[config.mk]
export PLATFORM = sky130hd
export DESIGN_NAME = prio_irq_ctrl
export DESIGN_NICKNAME = d
export VERILOG_FILES = /design/src/rtl/prio_irq_pkg.sv /design/src/rtl/irq_edge_latch.sv /design/src/rtl/irq_prio_pick.sv /design/src/rtl/irq_ack_seq.sv /design/src/rtl/prio_irq_ctrl.sv
export SDC_FILE = /design/constraint.sdc
export NUM_CORES = 1
export LEC_CHECK = 0
export CAP_MARGIN = 20
export CORE_MARGIN = 1
export CORE_UTILIZATION = 44
export DETAILED_ROUTE_END_ITERATION = 10
export HOLD_SLACK_MARGIN = 0.03
export MAX_ROUTING_LAYER = met4
export PLACE_DENSITY = 0.92
export SYNTH_ARGS = -nofsm -noshare
export SYNTH_HDL_FRONTEND = slang
export SYNTH_HIERARCHICAL = 1
export SYNTH_SLANG_ARGS = --single-unit
[constraint.sdc]
create_clock -name clk -period 3.15 [get_ports clk]
set_input_delay 0.7875 -clock clk [delete_from_list [all_inputs] [get_ports clk]]
set_output_delay 0.7875 -clock clk [all_outputs]
set_load 0.02 [all_outputs]
[src/rtl/prio_irq_pkg.sv]
package prio_irq_pkg;
  localparam int NSRC = 5;
  localparam int IDW  = $clog2(NSRC);

  typedef enum logic [2:0] {
    SRC_TRAP = 3'd0,
    SRC_R75  = 3'd1,
    SRC_R65  = 3'd2,
    SRC_R55  = 3'd3,
    SRC_INTR = 3'd4
  } src_e;

  typedef enum logic [1:0] {
    CMD_EN   = 2'd0,
    CMD_DIS  = 2'd1,
    CMD_SETM = 2'd2,
    CMD_RDM  = 2'd3
  } cmd_e;

  // fixed service address per vectored source
  function automatic logic [15:0] vec_of(input src_e s);
    case (s)
      SRC_TRAP: vec_of = 16'h0024;
      SRC_R75:  vec_of = 16'h003C;
      SRC_R65:  vec_of = 16'h0034;
      SRC_R55:  vec_of = 16'h002C;
      default:  vec_of = 16'h0000;
    endcase
  endfunction
endpackage

[src/rtl/irq_edge_latch.sv]
module irq_edge_latch (
  input  logic clk,
  input  logic rst,
  input  logic din,
  input  logic clr,
  output logic pend
);
  logic prev_q;

  always_ff @(posedge clk) begin
    if (rst) begin
      prev_q <= 1'b0;
      pend   <= 1'b0;
    end else begin
      prev_q <= din;
      if (din && !prev_q) pend <= 1'b1;   // a fresh edge wins over a clear
      else if (clr)       pend <= 1'b0;
    end
  end
endmodule

[src/rtl/irq_prio_pick.sv]
module irq_prio_pick #(
  parameter int N  = 5,
  localparam int IW = $clog2(N)
) (
  input  logic [N-1:0]  req,
  output logic          any,
  output logic [IW-1:0] idx
);
  // bit 0 is the highest priority
  always_comb begin
    any = |req;
    idx = '0;
    for (int i = N - 1; i >= 0; i--) begin
      if (req[i]) idx = IW'(i);
    end
  end
endmodule

[src/rtl/irq_ack_seq.sv]
module irq_ack_seq (
  input  logic clk,
  input  logic rst,
  input  logic start,
  output logic busy,
  output logic inta_n
);
  logic busy_q;

  always_ff @(posedge clk) begin
    if (rst)         busy_q <= 1'b0;
    else if (busy_q) busy_q <= 1'b0;
    else             busy_q <= start;
  end

  assign busy   = busy_q;
  assign inta_n = ~busy_q;
endmodule

[src/rtl/prio_irq_ctrl.sv]
module prio_irq_ctrl
  import prio_irq_pkg::*;
#(
  parameter int DW = 8,
  parameter int AW = 16
) (
  input  logic          clk,
  input  logic          rst,
  input  logic          trap_in,
  input  logic          r75_in,
  input  logic          r65_in,
  input  logic          r55_in,
  input  logic          intr_in,
  input  logic          eoi_strobe,
  input  logic          cmd_valid,
  input  logic [1:0]    cmd_op,
  input  logic [DW-1:0] cmd_wdata,
  output logic [DW-1:0] rd_data,
  input  logic [DW-1:0] dbus_in,
  output logic          inta_n,
  output logic          grant_valid,
  output logic [2:0]    grant_id,
  output logic [AW-1:0] grant_addr
);
  localparam int NMASK = 3;

  logic             ie_q;
  logic [NMASK-1:0] mask_q;      // [0] R55, [1] R65, [2] R75
  logic             trap_pend, r75_pend;
  logic             trap_clr, r75_clr;
  logic [NSRC-1:0]  req;
  logic             pick_any;
  logic [IDW-1:0]   pick_idx;
  logic             ack_busy, ack_start, take;
  logic             setm_cmd;

  assign setm_cmd = cmd_valid && (cmd_op == CMD_SETM);
  assign take     = eoi_strobe && !ack_busy && pick_any;
  assign trap_clr = take && (pick_idx == IDW'(SRC_TRAP));
  assign r75_clr  = (take && (pick_idx == IDW'(SRC_R75))) || (setm_cmd && cmd_wdata[4]);
  assign ack_start = take && (pick_idx == IDW'(SRC_INTR));

  irq_edge_latch u_trap_lat (
    .clk(clk), .rst(rst), .din(trap_in), .clr(trap_clr), .pend(trap_pend)
  );

  irq_edge_latch u_r75_lat (
    .clk(clk), .rst(rst), .din(r75_in), .clr(r75_clr), .pend(r75_pend)
  );

  always_comb begin
    req           = '0;
    req[SRC_TRAP] = trap_pend && trap_in;
    req[SRC_R75]  = ie_q && !mask_q[2] && r75_pend;
    req[SRC_R65]  = ie_q && !mask_q[1] && r65_in;
    req[SRC_R55]  = ie_q && !mask_q[0] && r55_in;
    req[SRC_INTR] = ie_q && intr_in;
  end

  irq_prio_pick #(.N(NSRC)) u_pick (
    .req(req), .any(pick_any), .idx(pick_idx)
  );

  irq_ack_seq u_ack (
    .clk(clk), .rst(rst), .start(ack_start), .busy(ack_busy), .inta_n(inta_n)
  );

  always_ff @(posedge clk) begin
    if (rst) begin
      ie_q        <= 1'b0;
      mask_q      <= '0;
      rd_data     <= '0;
      grant_valid <= 1'b0;
      grant_id    <= 3'd0;
      grant_addr  <= '0;
    end else begin
      grant_valid <= 1'b0;
      if (cmd_valid) begin
        case (cmd_op)
          CMD_EN:  ie_q <= 1'b1;
          CMD_DIS: ie_q <= 1'b0;
          CMD_SETM: if (cmd_wdata[3]) mask_q <= cmd_wdata[NMASK-1:0];
          default: rd_data <= DW'({1'b0, r75_pend, r65_in, r55_in, ie_q, mask_q});
        endcase
      end
      if (take) begin
        if (pick_idx != IDW'(SRC_TRAP)) ie_q <= 1'b0;   // acceptance overrides a command
        if (pick_idx != IDW'(SRC_INTR)) begin
          grant_valid <= 1'b1;
          grant_id    <= 3'(pick_idx);
          grant_addr  <= AW'(vec_of(src_e'(pick_idx)));
        end
      end
      if (ack_busy) begin
        grant_valid <= 1'b1;
        grant_id    <= SRC_INTR;
        grant_addr  <= AW'({dbus_in[5:3], 3'b000});
      end
    end
  end
endmodule

======== Word level (Yosys, flattened, before mapping) ========
Cells that the tools add are included.
W data, S select, Z words.
cells by class
  bitwise logic cells ..................... 2
  reduce and logical (&&, ||, !) cells .... 38
  eq/ne operators ......................... 7
  muxes and demuxes ....................... 23
operators with widths
  cell                  number
  $mux W3               8
  $pmux W6 S4           1
  $mux W6               3
  $logic_and A1 B1 Y1   17
  $mux W1               10
  $reduce_bool A2 Y1    4
  $eq A3 B2 Y1 const B  2
  $logic_not A1 Y1      6
  $reduce_and A2 Y1     3
  $reduce_or A5 Y1      1
  $eq A3 B1 Y1 const B  1
  $eq A3 B3 Y1 const B  1
  $logic_not A3 Y1      1
  $ne A3 B3 Y1 const B  1
  $reduce_and A3 Y1     1
  $reduce_bool A3 Y1    1
  $reduce_or A3 Y1      1
  $eq A2 B1 Y1 const B  1
  $eq A2 B2 Y1 const B  1
  $logic_not A2 Y1      1
  $not A1 Y1            2
  $pmux W1 S2           1
  $reduce_or A2 Y1      1
  $logic_or A1 B1 Y1    1
word-level totals
  input port bits ......................... 27
  output and inout port bits .............. 29
  word-level logic and storage cells ...... 83
  register bits ........................... 26

======== Longest topological paths before layout ========
Gate-level depths: netlist of run 1.
  word-level depth ........................ 12
  gate-level depth with buffers ........... 9
  mapped depth without buffers ............ 9

======== Hierarchy ========
The synthesis of run 1 kept the hierarchy.
modules (own cells, without submodules)
  module          area each (sq um)  cells an instance  sequential area each (sq um)  instances
  prio_irq_ctrl   998.5              112                380.4                         1
  irq_edge_latch  67.6               6                  40.0                          2
  irq_prio_pick   48.8               8                  0.0                           1
  irq_ack_seq     36.3               3                  20.0                          1

======== Worst setup path before layout of run 1 ========
Ideal clock, no wire load.
  path type ............................... input port to flip-flop
  from .................................... input trap_in
  to ...................................... register u_r75_lat.pend
  arrival ................................. 2.003 ns
  library setup time ...................... 0.066 ns
  stages .................................. 8
  path slack .............................. 1.081 ns
  required time ........................... 3.084 ns
  path buffers ............................ 0
  cell sequence ........................... and2_1 > nor4_2 > nand2b_1 > and3b_2 > nand2b_1 > o21ai_0 > nand2b_1 > a21oi_2
on the way
  word-level cells in the longest chain between the ends .. 6
  elaborated cells on any way between the ends .. 8
  classes of those cells .................. eq/ne (1); mux (1); reduce/logical (6)
ends and longest elaborated chain
  element                              line                  source
  start: declaration                   prio_irq_ctrl.sv:9    input logic trap_in,
  $logic_and A1 B1 Y1                  prio_irq_ctrl.sv:53   req[SRC_TRAP] = trap_pend && trap_in;
  $reduce_or A5 Y1                     irq_prio_pick.sv:11   any = |req;
  named net pick_any                   prio_irq_ctrl.sv:32   logic pick_any;
  $logic_and A1 B1 Y1                  prio_irq_ctrl.sv:38   assign take = eoi_strobe && !ack_busy && pick_any;
  $logic_and A1 B1 Y1                  prio_irq_ctrl.sv:40   assign r75_clr = (take && (pick_idx == IDW'(SRC_R75))) || (setm_cmd && cmd_wdata[4]);
  $logic_or A1 B1 Y1                   prio_irq_ctrl.sv:40
  named net r75_clr                    prio_irq_ctrl.sv:30   logic trap_clr, r75_clr;
  $reduce_bool A2 Y1 (no source line)  n/a
  end signal: assignment               irq_edge_latch.sv:13  pend <= 1'b0;
  end signal: assignment               irq_edge_latch.sv:16  if (din && !prev_q) pend <= 1'b1;
  end signal: assignment               irq_edge_latch.sv:17  else if (clr) pend <= 1'b0;
  end: declaration                     irq_edge_latch.sv:6   output logic pend
The timed path passes the listed nets, and every way through them passes these cells.
A chain may end at the register's enable or synchronous reset.

======== Worst setup path after layout of run 1 ========
  from .................................... input trap_in
  to ...................................... register grant_addr[5]
on the way
  word-level cells in the longest chain between the ends .. 7
  elaborated cells on any way between the ends .. 16
  classes of those cells .................. eq/ne (4); mux (5); reduce/logical (7)
ends and longest elaborated chain
  element                               line                 source
  $logic_and A1 B1 Y1 *                 prio_irq_ctrl.sv:53
  named net req[0]                      prio_irq_ctrl.sv:31  logic [NSRC-1:0] req;
  $mux W3 *                             irq_prio_pick.sv:14  if (req[i]) idx = IW'(i);
  named net pick_idx[2]                 prio_irq_ctrl.sv:33  logic [IDW-1:0] pick_idx;
  $eq A3 B2 Y1 (tied with other cells)  prio_irq_pkg.sv:22   case (s)
  $pmux W6 S4                           prio_irq_pkg.sv:22
  $mux W6                               prio_irq_ctrl.sv:88  if (pick_idx != IDW'(SRC_INTR)) begin
  $mux W6                               prio_irq_ctrl.sv:86  if (take) begin
  $mux W6                               prio_irq_ctrl.sv:94  if (ack_busy) begin
  end signal: assignment                prio_irq_ctrl.sv:91  grant_addr <= AW'(vec_of(src_e'(pick_idx)));
  end signal: assignment                prio_irq_ctrl.sv:97  grant_addr <= AW'({dbus_in[5:3], 3'b000});
  end: declaration                      prio_irq_ctrl.sv:23  output logic [AW-1:0] grant_addr
The timed path passes the listed nets; every way through them passes the cells marked *. The select of a mux whose other input is x is not followed.

==> summary.md, run 1 <==
| Metric | Value |
|---|---|
| Status | completed |
| Setup TNS | 0 ns |
| Achievable Freq | roughly 410 MHz |
| Unrepaired setup endpoints after global routing | false |
| Most frequent cell after synthesis | dfxtp_1 |
| Rows | 18 |
| Routed WL | ~2500 um |
| Grt ovf | 0 |
| Overall power | roughly 0.00061 W |
| Fin crit period | ~2.4 ns |
| CTS Buf Count | 3 |
| Post-synth top cells | dfxtp_1 (24), nor2_1 (17), buf_4 (13), mux2i_1 (10), nand2_1 (9) |
| Prevailing post-synth register cell | dfxtp_1 |
| Syn Inst Count | approximately 140 |
| Placed cell areas | 1500 um2 |
| YS warnings | 6 |
| Skew-Pair Late Insertion Delay | 0.31 ns |
| Static leakage | 0.641 nW |
| Clock-pin slew on the worst setup and hold paths | approximately 0.12 ns |
| Sw Pwr | 0.000164 W |
| Hold_buf cts | 0 |
| Post-synth top area share | 39.4% |
| Post-synthesis cell type count | 32 |
| Max Cap Violations | 0 |
| Largest net degree at the start of global routing | 25 |
| Vias/cell | 5.18 |
| Power share of the combinational group | 20.5% |
| Pre-CTS setup slack | about 0.40 ns |
| Routed vias | 1,030 |
| Busiest grt layer | met2 |
| FF+latch count, synth | 24 |
| PwrDens | about 400 nW/um2 |
| Data arrival, critical path | ~2.7 ns |
| Crit Path Class | input port to flop |
| Ant diodes | 0 |
| Post-Synthesis Cell Area | about 1200 um2 |
| Register area share after synthesis | around 39% |
| Drt first-iter violations | 11 |
| Clock Tree Buf Depth | 2 |
| Worst-Margin Slew | ~0.90 ns |
| Cell-internal power | about 0.00044 W |
| Clock Tree Root | clkbuf_4 |
| Post-CTS setup buffer count | 0 |
| Post-CTS Resized | 0 |
| Fraction of final layout cells with drive strength greater than 1 | between 7 and 8% |
| Fin area | around 1500 um2 |
| TritonCTS clock tree | yes |
| Sequential power share | around 53% |
| Worst Slack Setup Final | roughly 0.71 ns |
| Crit path max fanout | 8 |
| Die Span Y | about 55 um |
| Synth area leader | dfxtp_1 |
| GR Layer Usage met2 | between 30 and 40% |
| Vias in the first global route | slightly below 900 |
| Die width | between 50 and 60 um |
| Worst vdd ir | 0.330 mV |
| Die ar. | a little under 3000 um2 |
| GPL Wtd Cong | 0.808 |
| DR WL/cell | about 13 um |
| Post-DP HPWL | between 1500 and 2000 um |
| Tightest Hold Check Type | flop to flop |
| CTS sink cnt | 24 |
| Clock power share | 26.4% |
| Antenna Nets Post-Route | 0 |
| Core ar. | ~2500 um2 |
| TritonRoute pass-1 iters | 4 |
| Initial Util | between 40% and 50% |
| # DRC | 0 |
| Final Cycle Share | between 70% and 80% |
| Syn avg cell area | between 9 and 10 um2 |
| Clock skew | ~0.004 ns |
| Hold Violations, Final | 0 |
| Nets | between 150 and 200 |
| Worst flop-to-flop path startpoint | ie_q |
| P&R area growth vs syn | 26.3% |
| Met1 Usage GRT | between 20% and 30% |
| Htree depth | 1 |
| Worst Setup End Kind | flop |
| Async SR Flop Fraction | 0% |
| Fin. max-slew vios | 0 |
| GR Util met3 | 1.94% |
| I/O pin count | 56 |
| CP Launch Point | trap_in |
| Crit path required time | about 3.4 ns |
| Startpoint Class | input port |
| Post-synth EDFFs | 0 |
| HP Start | u_trap_lat/pend |
| PortBufs | 34 |
| Max transition margin | around 40% |
| Total track usage | 18.2% |
| Global-route wire length before repair | roughly 3700 um |
| Setup violators final | 0 |
| Initial antenna violation count | 0 |
| Switching Share | between 20% and 30% |
| Top post-synthesis cells by area | dfxtp_1 (39%), mux2i_1 (8.2%), buf_4 (8.0%) |
metal layers:
metal  vias up  routed length (um)
li1        504                   -
met1       490                1070
met2        32                1250
met3         4                 111
met4         0                  54
met5         -                   0
registers in the layout (all words and copies together) (netlist names), 3 cells and up:
| signal | flops |
|---|---|
| grant_addr | 4 |
| grant_id | 3 |
| mask_q | 3 |
| rd_data | 7 |
through the flow:
stage,hold WS [ns],std cells,util (%)
finish,0.482,199,60.5
global route,0.511,199,60.5
CTS,0.484,199,60.5
detailed placement,0.463,195,59.0
global placement,0.462,195,59.0
floorplan,0.444,147,-
power by group through the flow:
stage               Sequential (W)  Clock, W  Combinational (W)
global placement          0.000329         0           0.000120
finish                    0.000323  0.000161           0.000125
CTS                       0.000323  0.000165           0.000124
global route              0.000325  0.000178           0.000135
detailed placement        0.000330         0           0.000123
floorplan                 0.000337         0          0.0000816
cell type report:
cell class | instances | area [um2]
inverters | 3 | 11.3
repair buffers | 36 | 355
clock buffers | 4 | 36.3
flip-flops and latches | 24 | 480
multi-input cells | 102 | 618
well taps | 30 | 37.5
fillers | 212 | 1010
cell families (layout without fill, tap and decap cells):
logic type / after synthesis / count (layout) / share of synthesized area (%)
XOR/XNOR: 1 / 1 / 0.719
buffers and inverters: 21 / 43 / 13.6
flip-flops: 24 / 24 / 39.4
multiplexers: 10 / 10 / 8.21
AO/OA/AOI/OAI: 21 / 21 / 11.6
other: 1 / 13 / 0.308
AND/OR/NAND/NOR: 57 / 57 / 26.2
critical path: stages:
cell and delay [ns]:
clkdlybuf4s50_1 0.43, and2_1 0.18, nor4_2 0.30, and2_1 0.28, nor3b_2 0.35, o211ai_1 0.14
a31oi_1 0.19
cells in the final DEF, fill, tap and decap left out, drive strengths merged, types with 2 or more instances in the layout:
cell,instances
clkdlybuf4s50,34
dfxtp,24
nor2,17
conb,13
mux2i,10
nand2,9
nand2b,8
nor2b,6
o21ai,5
and2,4
clkbuf,4
a21oi,4
nor3,3
inv,3
a211oi,3
o211ai,3
a31oi,3
nor3b,2
nand4b,2
buf,2
worst paths after layout:
kind	depth (start not counted)	slack (ns)	to
hold reg to reg	2	0.48	u_trap_lat/pend
setup / recovery	7	0.71	grant_addr[5]
hold / removal	2	0.48	u_trap_lat/pend
setup reg to reg	7	1.21	grant_addr[3]
Power figures use the tool's default switching activity.
==> run 2, diff against run 1 <==
Settings changed: CORE_UTILIZATION 44 to 37, PLACE_DENSITY 0.92 to 0.83.
Clock period 3.15 ns to 2.1 ns, I/O delays scaled along.
==> run 2 against run 1 <==
- sequential power increased by 50%
- first-iteration DRC count increased by 120%
- highest routed layer unchanged
- setup slack got worse by 0.63 ns
==> summary.md, run 2 (synthesized netlist as in run 1, its figures left out) <==
| Metric | Value |
|---|---|
| Status | completed |
| Multi-input logic area | 644 um2 (+4.3%) |
| Post-DP HPWL | 1800 um (-2.9%) |
| Worst-Margin Slew | 0.549 ns (-0.354 ns) |
| Htree depth | 1 (unchanged) |
| Largest net degree at the start of global routing | 16 (-36%) |
| Setup violators final | 0 (unchanged) |
| Fin area | 1670 um2 (+8.2%) |
| Crit Path Class | input port to flop |
| Largest Register | rd_data |
| Switching Share | 27.3% (+0.23 points) |
| Final Cycle Share | approximately 96% |
| TritonRoute pass-1 iters | 4 (unchanged) |
| Ant diodes | 0 (unchanged) |
| CP max stage cell | or4b_1 |
| CTS sink cnt | 24 (unchanged) |
| Met3 wire len | 99 um (-11%) |
| Post-CTS setup buffer count | 0 (unchanged) |
| Routed WL | 2410 um (-3.3%) |
| Register area | 480 um2 (unchanged) |
| Grt ovf | 0 (unchanged) |
| PortBufs | 34 (unchanged) |
| Routed vias | 1,034 (+0.39%) |
| Sequential power share | 51.3% (-1.8 points) |
| Biggest regs | rd_data: 7 flops, grant_addr: 4 flops |
| Nets | 208 (+5.6%) |
| Clock Tree Root | clkbuf_4 |
| Overall power | 0.000944 W (+55%) |
| Fin. max-slew vios | 0 (unchanged) |
| Max stage delay on crit path | 0.53 ns (+0.10 ns) |
| Die ar. | 3530 um2 (+18%) |
| TritonCTS clock tree | yes |
| Clock power share | 26.0% (-0.4 points) |
| Skew-Pair Late Insertion Delay | 0.31 ns (about the same) |
| Cell family with most CP delay | simple AND/OR/NAND/NOR gates |
| Worst vdd ir | 0.425 mV (+29%) |
| Fin crit period | approximately 2.0 ns |
| Achievable Freq | between 400 and 500 MHz |
| Die width | 59.4 um (+8.7%) |
| Most frequent cells in the layout | clkdlybuf4s50_1 (34), dfxtp_1 (24), nor2_1 (15), conb_1 (13), buf_4 (13) |
| Initial antenna violation count | 0 (unchanged) |
| Commonest non-fill, non-tap cell in the layout | clkdlybuf4s50_1 |
| Total track usage | 15.8% (-2.4 points) |
| # DRC | 0 (unchanged) |
| Die Span Y | 59.4 um (+8.7%) |
| Placed cell areas | 1600 um2 (+6.7%) |
| Hold_buf cts | 0 (unchanged) |
| Vias in the first global route | 972 (+10%) |
| Sw Pwr | 0.000257 W (+56%) |
| Antenna Nets Post-Route | 0 (unchanged) |
| Worst Path Buf+Inv | 1 (unchanged) |
| Crit path max fanout | 8 (unchanged) |
| Rows | 20 (+2) |
| GPL Wtd Cong | 0.793 (-1.8%) |
| Startpoint Class | input port |
| Worst Setup End Kind | flop |
| Max reg flops | 7 (unchanged) |
| Max transition margin | 63.3% (+24 points) |
| Power share of the combinational group | 22.7% (+2.2 points) |
| P&R area growth vs syn | 36.7% |
| Hold Violations, Final | 0 (unchanged) |
| CTS Buf Count | 3 (unchanged) |
| Max Cap Violations | 0 (unchanged) |
| Clock skew | 0.00454 ns (+0.000464 ns) |
| Post-Route M1 WL | 1120 um (+5.0%) |
| Tightest Hold Check Type | flop to flop |
| Worst path cell trace | clkdlybuf4s50_1, nand2_1, nor2_2, nor4_4, and2_2, or4b_1, a31oi_1 |
| PwrDens | 567 nW/um2 (+43%) |
| Drt first-iter violations | 24 (+13) |
| # fillers | 288 (+36%) |
| DR WL/cell | 10.8 um (-14%) |
| Fraction of final layout cells with drive strength greater than 1 | 14.4% (+7.3 points) |
| Vias/cell | 4.62 (-11%) |
| Highest metal used | met4 |
| Clock Tree Buf Depth | 2 (unchanged) |
| Clock-pin slew on the worst setup and hold paths | 0.13 ns (about the same) |
| Cell-internal power | 0.000687 W (+55%) |
| Static leakage | 0.700 nW (+9.1%) |
| Crit path required time | 2.36 ns (-1.02 ns) |
| Global-route wire length before repair | 4100 um (+10%) |
| I/O pin count | 56 (unchanged) |
| Initial Util | 39.6% (-8.3 points) |
| Data arrival, critical path | 2.28 ns (-0.38 ns) |
| Core ar. | 3080 um2 (+21%) |
| Metal2 WL | 1170 um (-6.4%) |
[run 2: changes by cell type in the layout (fill, tap and decap cells not counted), sizes merged]
cell,previous run,this run
buf,2,13
[run 2: path summary, 6_finish.rpt]
| path | slack, ns | cells past startpoint | from | to |
|---|---|---|---|---|
| worst max-delay path | 0.08 | 7 | r55_in | grant_addr[3] |
| worst min-delay path | 0.49 | 2 | u_trap_lat/pend | u_trap_lat/pend |
| worst max register to register | 0.19 | 6 | ie_q | grant_addr[3] |
| worst min register to register | 0.49 | 2 | u_trap_lat/pend | u_trap_lat/pend |
[run 2: final cells by class]
| class | count | area share (%) |
|---|---|---|
| multi-input combinational | 102 | 38.7 |
| sequential | 24 | 28.9 |
| timing repair buffer | 47 | 26.3 |
| tap | 44 | 3.31 |
| clock buffer | 4 | 2.18 |
| inverter | 3 | 0.676 |
[run 2: repair_timing]
action                     CTS  global route
pin swaps                    0             1
gates resized for setup      1             5
setup endpoints to repair    2            11
[run 2: power by group through the flow]
stage / clock network (W) / logic (W) / registers (W)
2_1_floorplan: 0 / 0.000122 / 0.000505
3_3_place_gp: 0 / 0.000203 / 0.000494
3_5_place_dp: 0 / 0.000206 / 0.000494
4_1_cts: 0.000252 / 0.000210 / 0.000484
5_1_grt: 0.000273 / 0.000233 / 0.000487
6_report: 0.000246 / 0.000214 / 0.000484
[run 2: worst min-delay path, delay by kind of cell, from the launching register on]
family / cells / cell delay [ns]
AND/OR/NAND/NOR: 1 / 0.08
AO/OA/AOI/OAI: 1 / 0.05
flip-flops: 1 / 0.33
[run 2: per-layer routing]
metal / vias to the layer above / track usage (%)
met3: 2 / 3.93
met5: - / -
met4: 0 / 3.06
met2: 32 / 27.0
met1: 468 / 18.8
li1: 532 / -
[run 2: stage by stage]
step | hold WS, ns | utilization [%] | cells | setup TNS, ns | worst slack [ns]
finish | 0.488 | 54.1 | 224 | 0 | 0.0777
global route | 0.516 | 54.1 | 224 | -0.0364 | -0.0258
CTS | 0.490 | 53.5 | 224 | 0 | 0.000987
detailed placement | 0.469 | 52.1 | 220 | -3.04 | -0.357
global placement | 0.469 | 52.1 | 220 | -2.24 | -0.299
floorplan | 0.444 | - | 147 | 0 | 0.293
==> run 3, diff against run 2 <==
Settings changed: ABC_AREA set to 1, SYNTH_HIERARCHICAL 1 to unset.
==> run 3 against run 2 <==
- die area grew 0.10%
- global-route usage fell by 0.83 points
- synthesized cell count rose by 16%
- utilization is 3.2 points lower
- clock power is 20% lower
- non-clock buffer count is 11 lower
- largest power group unchanged
==> summary.md, run 3 <==
| Metric | Value |
|---|---|
| Routed vias | 1,033 (-0.097%) |
| Worst Slack Setup Final | 0.0771 ns (-0.000561 ns) |
| Global-route wire length before repair | 3800 um (-7.4%) |
| Clock skew | 0.00205 ns (-0.00249 ns) |
| Data arrival, critical path | 1.50 ns (-0.78 ns) |
| Async SR Flop Fraction | 0% (unchanged) |
| Rows | 20 (unchanged) |
| # fillers | 318 (+10%) |
| Crit path max fanout | 5 (-3) |
| Reg2reg setup slack | 0.63 ns (+0.44 ns) |
| Worst vdd ir | 0.307 mV (-28%) |
| Drt first-iter violations | 20 (-17%) |
| PwrDens | 580 nW/um2 (+2.3%) |
| Post-CTS Resized | 0 (-1) |
| Vias in the first global route | 961 (-1.1%) |
| Final Cycle Share | 96.3% (about the same) |
| CP max stage cell | clkdlybuf4s50_1 |
| Status | completed |
| Fin crit period | 2.02 ns (+0.000561 ns) |
| Total track usage | 15.0% (-0.83 points) |
| I/O pin count | 56 (unchanged) |
| Clock Tree Root | clkbuf_4 |
| Initial antenna violation count | 0 (unchanged) |
| Max Cap Violations | 0 (unchanged) |
| Static leakage | 0.669 nW (-4.4%) |
| Setup TNS | 0 ns (unchanged) |
| Routed WL | 2280 um (-5.2%) |
| Biggest regs | rd_data: 7 flops, grant_addr: 4 flops |
| Hold slack | 0.439 ns (-0.0491 ns) |
| Antenna Nets Post-Route | 0 (unchanged) |
| Hold_buf cts | 0 (unchanged) |
| Max stage delay on crit path | 0.63 ns (+0.10 ns) |
| Pre-CTS setup slack | 0.115 ns (+0.472 ns) |
| Fin. max-slew vios | 0 (unchanged) |
| PortBufs | 34 (unchanged) |
| Setup violators final | 0 (unchanged) |
| Largest net degree at the start of global routing | 19 (+3) |
| DR WL/cell | 9.71 um (-9.6%) |
| Post-DP HPWL | 1800 um (-0.29%) |
| CTS Buf Count | 3 (unchanged) |
| Top post-synthesis cells by area | dfxtp_1 (39%), buf_4 (8.0%), inv_1 (7.1%) |
| Max reg flops | 7 (unchanged) |
| Ant diodes | 0 (unchanged) |
| Post-CTS setup buffer count | 0 (unchanged) |
| Initial Util | 39.3% (-0.28 points) |
| Vias/cell | 4.40 (-4.8%) |
| Syn avg cell area | 7.82 um2 (-13%) |
| Worst flop-to-flop path startpoint | ie_q |
| Multi-input logic area | 573 um2 (-11%) |
| Register area | 480 um2 (unchanged) |
| Syn Inst Count | 156 (+16%) |
| Overall power | 0.000917 W (-2.9%) |
| TritonCTS clock tree | yes |
| Worst path depth | 2 (-5) |
| Synth area leader | dfxtp_1 |
| Post-synthesis cell type count | 29 (-9.4%) |
| Clock Tree Buf Depth | 2 (unchanged) |
| Core ar. | 3100 um2 (+0.81%) |
| Htree depth | 1 (unchanged) |
| # DRC | 0 (unchanged) |
| TritonRoute pass-1 iters | 4 (unchanged) |
| Cell Count, Final, Fillers Out | 235 (+4.9%) |
| Startpoint Class | flop |
| Post-synth top area share | 39.4% (-0.040 points) |
| Die ar. | 3530 um2 (+0.10%) |
| Post-Synthesis Cell Area | 1220 um2 (+0.10%) |
| Cell family with most CP delay | buffers and inverters |
| Inst Count DP | 232 (+5.5%) |
| CP Launch Point | u_ack.busy |
| Nets | 220 (+5.8%) |
| Die width | 59.4 um (about the same) |
| Die Span Y | 59.4 um (about the same) |
| Commonest non-fill, non-tap cell in the layout | clkdlybuf4s50_1 |
| CP endpoint | inta_n |
| Tightest Hold Check Type | flop to flop |
| Most frequent cells in the layout | clkdlybuf4s50_1 (34), dfxtp_1 (24), inv_1 (23), nand2_1 (19) |
| FF+latch count, synth | 24 (unchanged) |
| Fraction of final layout cells with drive strength greater than 1 | 12.6% (-1.9 points) |
| Register area share after synthesis | 39.4% (-0.040 points) |
| Hold Violations, Final | 0 (unchanged) |
| P&R area growth vs syn | 29.5% |
| Reg2Reg Depth | 8 (+2) |
| Post-synth EDFFs | 0 (unchanged) |
| Crit path required time | 1.57 ns (-0.79 ns) |
| Clock-pin slew on the worst setup and hold paths | 0.12 ns (about the same) |
| Largest Register | rd_data |
| GPL Wtd Cong | 0.880 (+11%) |
| Skew-Pair Late Insertion Delay | 0.31 ns (about the same) |
| Worst path cell trace | inv_1, clkdlybuf4s50_1 |
| Crit Path Class | flop to primary output |
| Most frequent cell after synthesis | dfxtp_1 |
| YS warnings | 0 (-6) |
| Achievable Freq | 494 MHz (about the same) |
| Critical R2R Capture | grant_addr[4] |
| Prevailing post-synth register cell | dfxtp_1 |
| Grt ovf | 0 (unchanged) |
| Post-synth top cells | dfxtp_1 (24), inv_1 (23), nand2_1 (19), a21oi_1 (13), buf_4 (13) |
| Worst Path Buf+Inv | 2 (+1) |
| Unrepaired setup endpoints after global routing | false |
| Worst Setup End Kind | primary output |
| CTS sink cnt | 24 (unchanged) |
## run 3: changes by cell type after synthesis, moves of 4 or more
| cell | delta |
|---|---|
| a21oi_1 | +11 |
| and2_1 | -4 |
| inv_1 | +20 |
| mux2i_1 | -10 |
| nand2_1 | +10 |
| nand2b_1 | -8 |
| nand3_1 | +8 |
| nor2_1 | -6 |
| nor2b_1 | -6 |
| o21ai_0 | +5 |
## run 3: layer usage
layer / vias to the layer above / track usage, % / wire, um
met4: 0 / 7.14 / 41
met3: 4 / 2.62 / 77
met1: 462 / 15.8 / 959
met2: 25 / 26.8 / 1210
li1: 542 / - / -
met5: - / - / 0
## run 3: worst register-to-register path: cells and delay by family (launching register included)
kind / cells / cell delay, ns
AND/OR/NAND/NOR: 8 / 0.85
flip-flops: 1 / 0.59
## run 3: how the worst min path moves through the flow
| stage | cells after the start | slack [ns] | from | to |
|---|---|---|---|---|
| final | 1 | 0.44 | u_r75_lat.prev_q | u_r75_lat.pend |
| after global routing | 1 | 0.46 | u_r75_lat.prev_q | u_r75_lat.pend |
| after CTS | 1 | 0.44 | u_r75_lat.prev_q | u_r75_lat.pend |
| after detailed placement | 1 | 0.43 | u_r75_lat.prev_q | u_r75_lat.pend |
| after global placement | 1 | 0.41 | u_r75_lat.prev_q | u_r75_lat.pend |
| after floorplan | 1 | 0.41 | u_r75_lat.prev_q | u_r75_lat.pend |
## run 3: logic make-up (layout without fill, tap and decap cells)
kind of cell	Yosys count	count (layout)	share of synthesized area (%)
other	1	13	0.307
buffers and inverters	41	64	17.3
DFF	24	24	39.4
and+or+nand+nor	59	59	28.7
AOI/OAI and AO/OA	31	31	14.3
## run 3: metrics by stage
| stage | util [%] | instance area [um2] |
|---|---|---|
| floorplan | - | 1260 |
| detailed placement | 50.2 | 1560 |
| global route | 50.9 | 1580 |
| CTS | 50.9 | 1580 |
| finish | 50.9 | 1580 |
| global placement | 50.2 | 1560 |
## run 3: area by class of cell
class                   count  area share [%]
multi-input cells         103            36.3
flip-flops and latches     24            30.4
repair buffers             36            22.5
inverters                  25            5.94
well taps                  44            3.48
clock buffers               3            1.43
## run 3: power by group
group	switching [W]	internal (W)
combinational	0.000126	0.0000961
clock	0.000129	0.0000671
sequential	0.0000188	0.000480
total	0.000273	0.000644
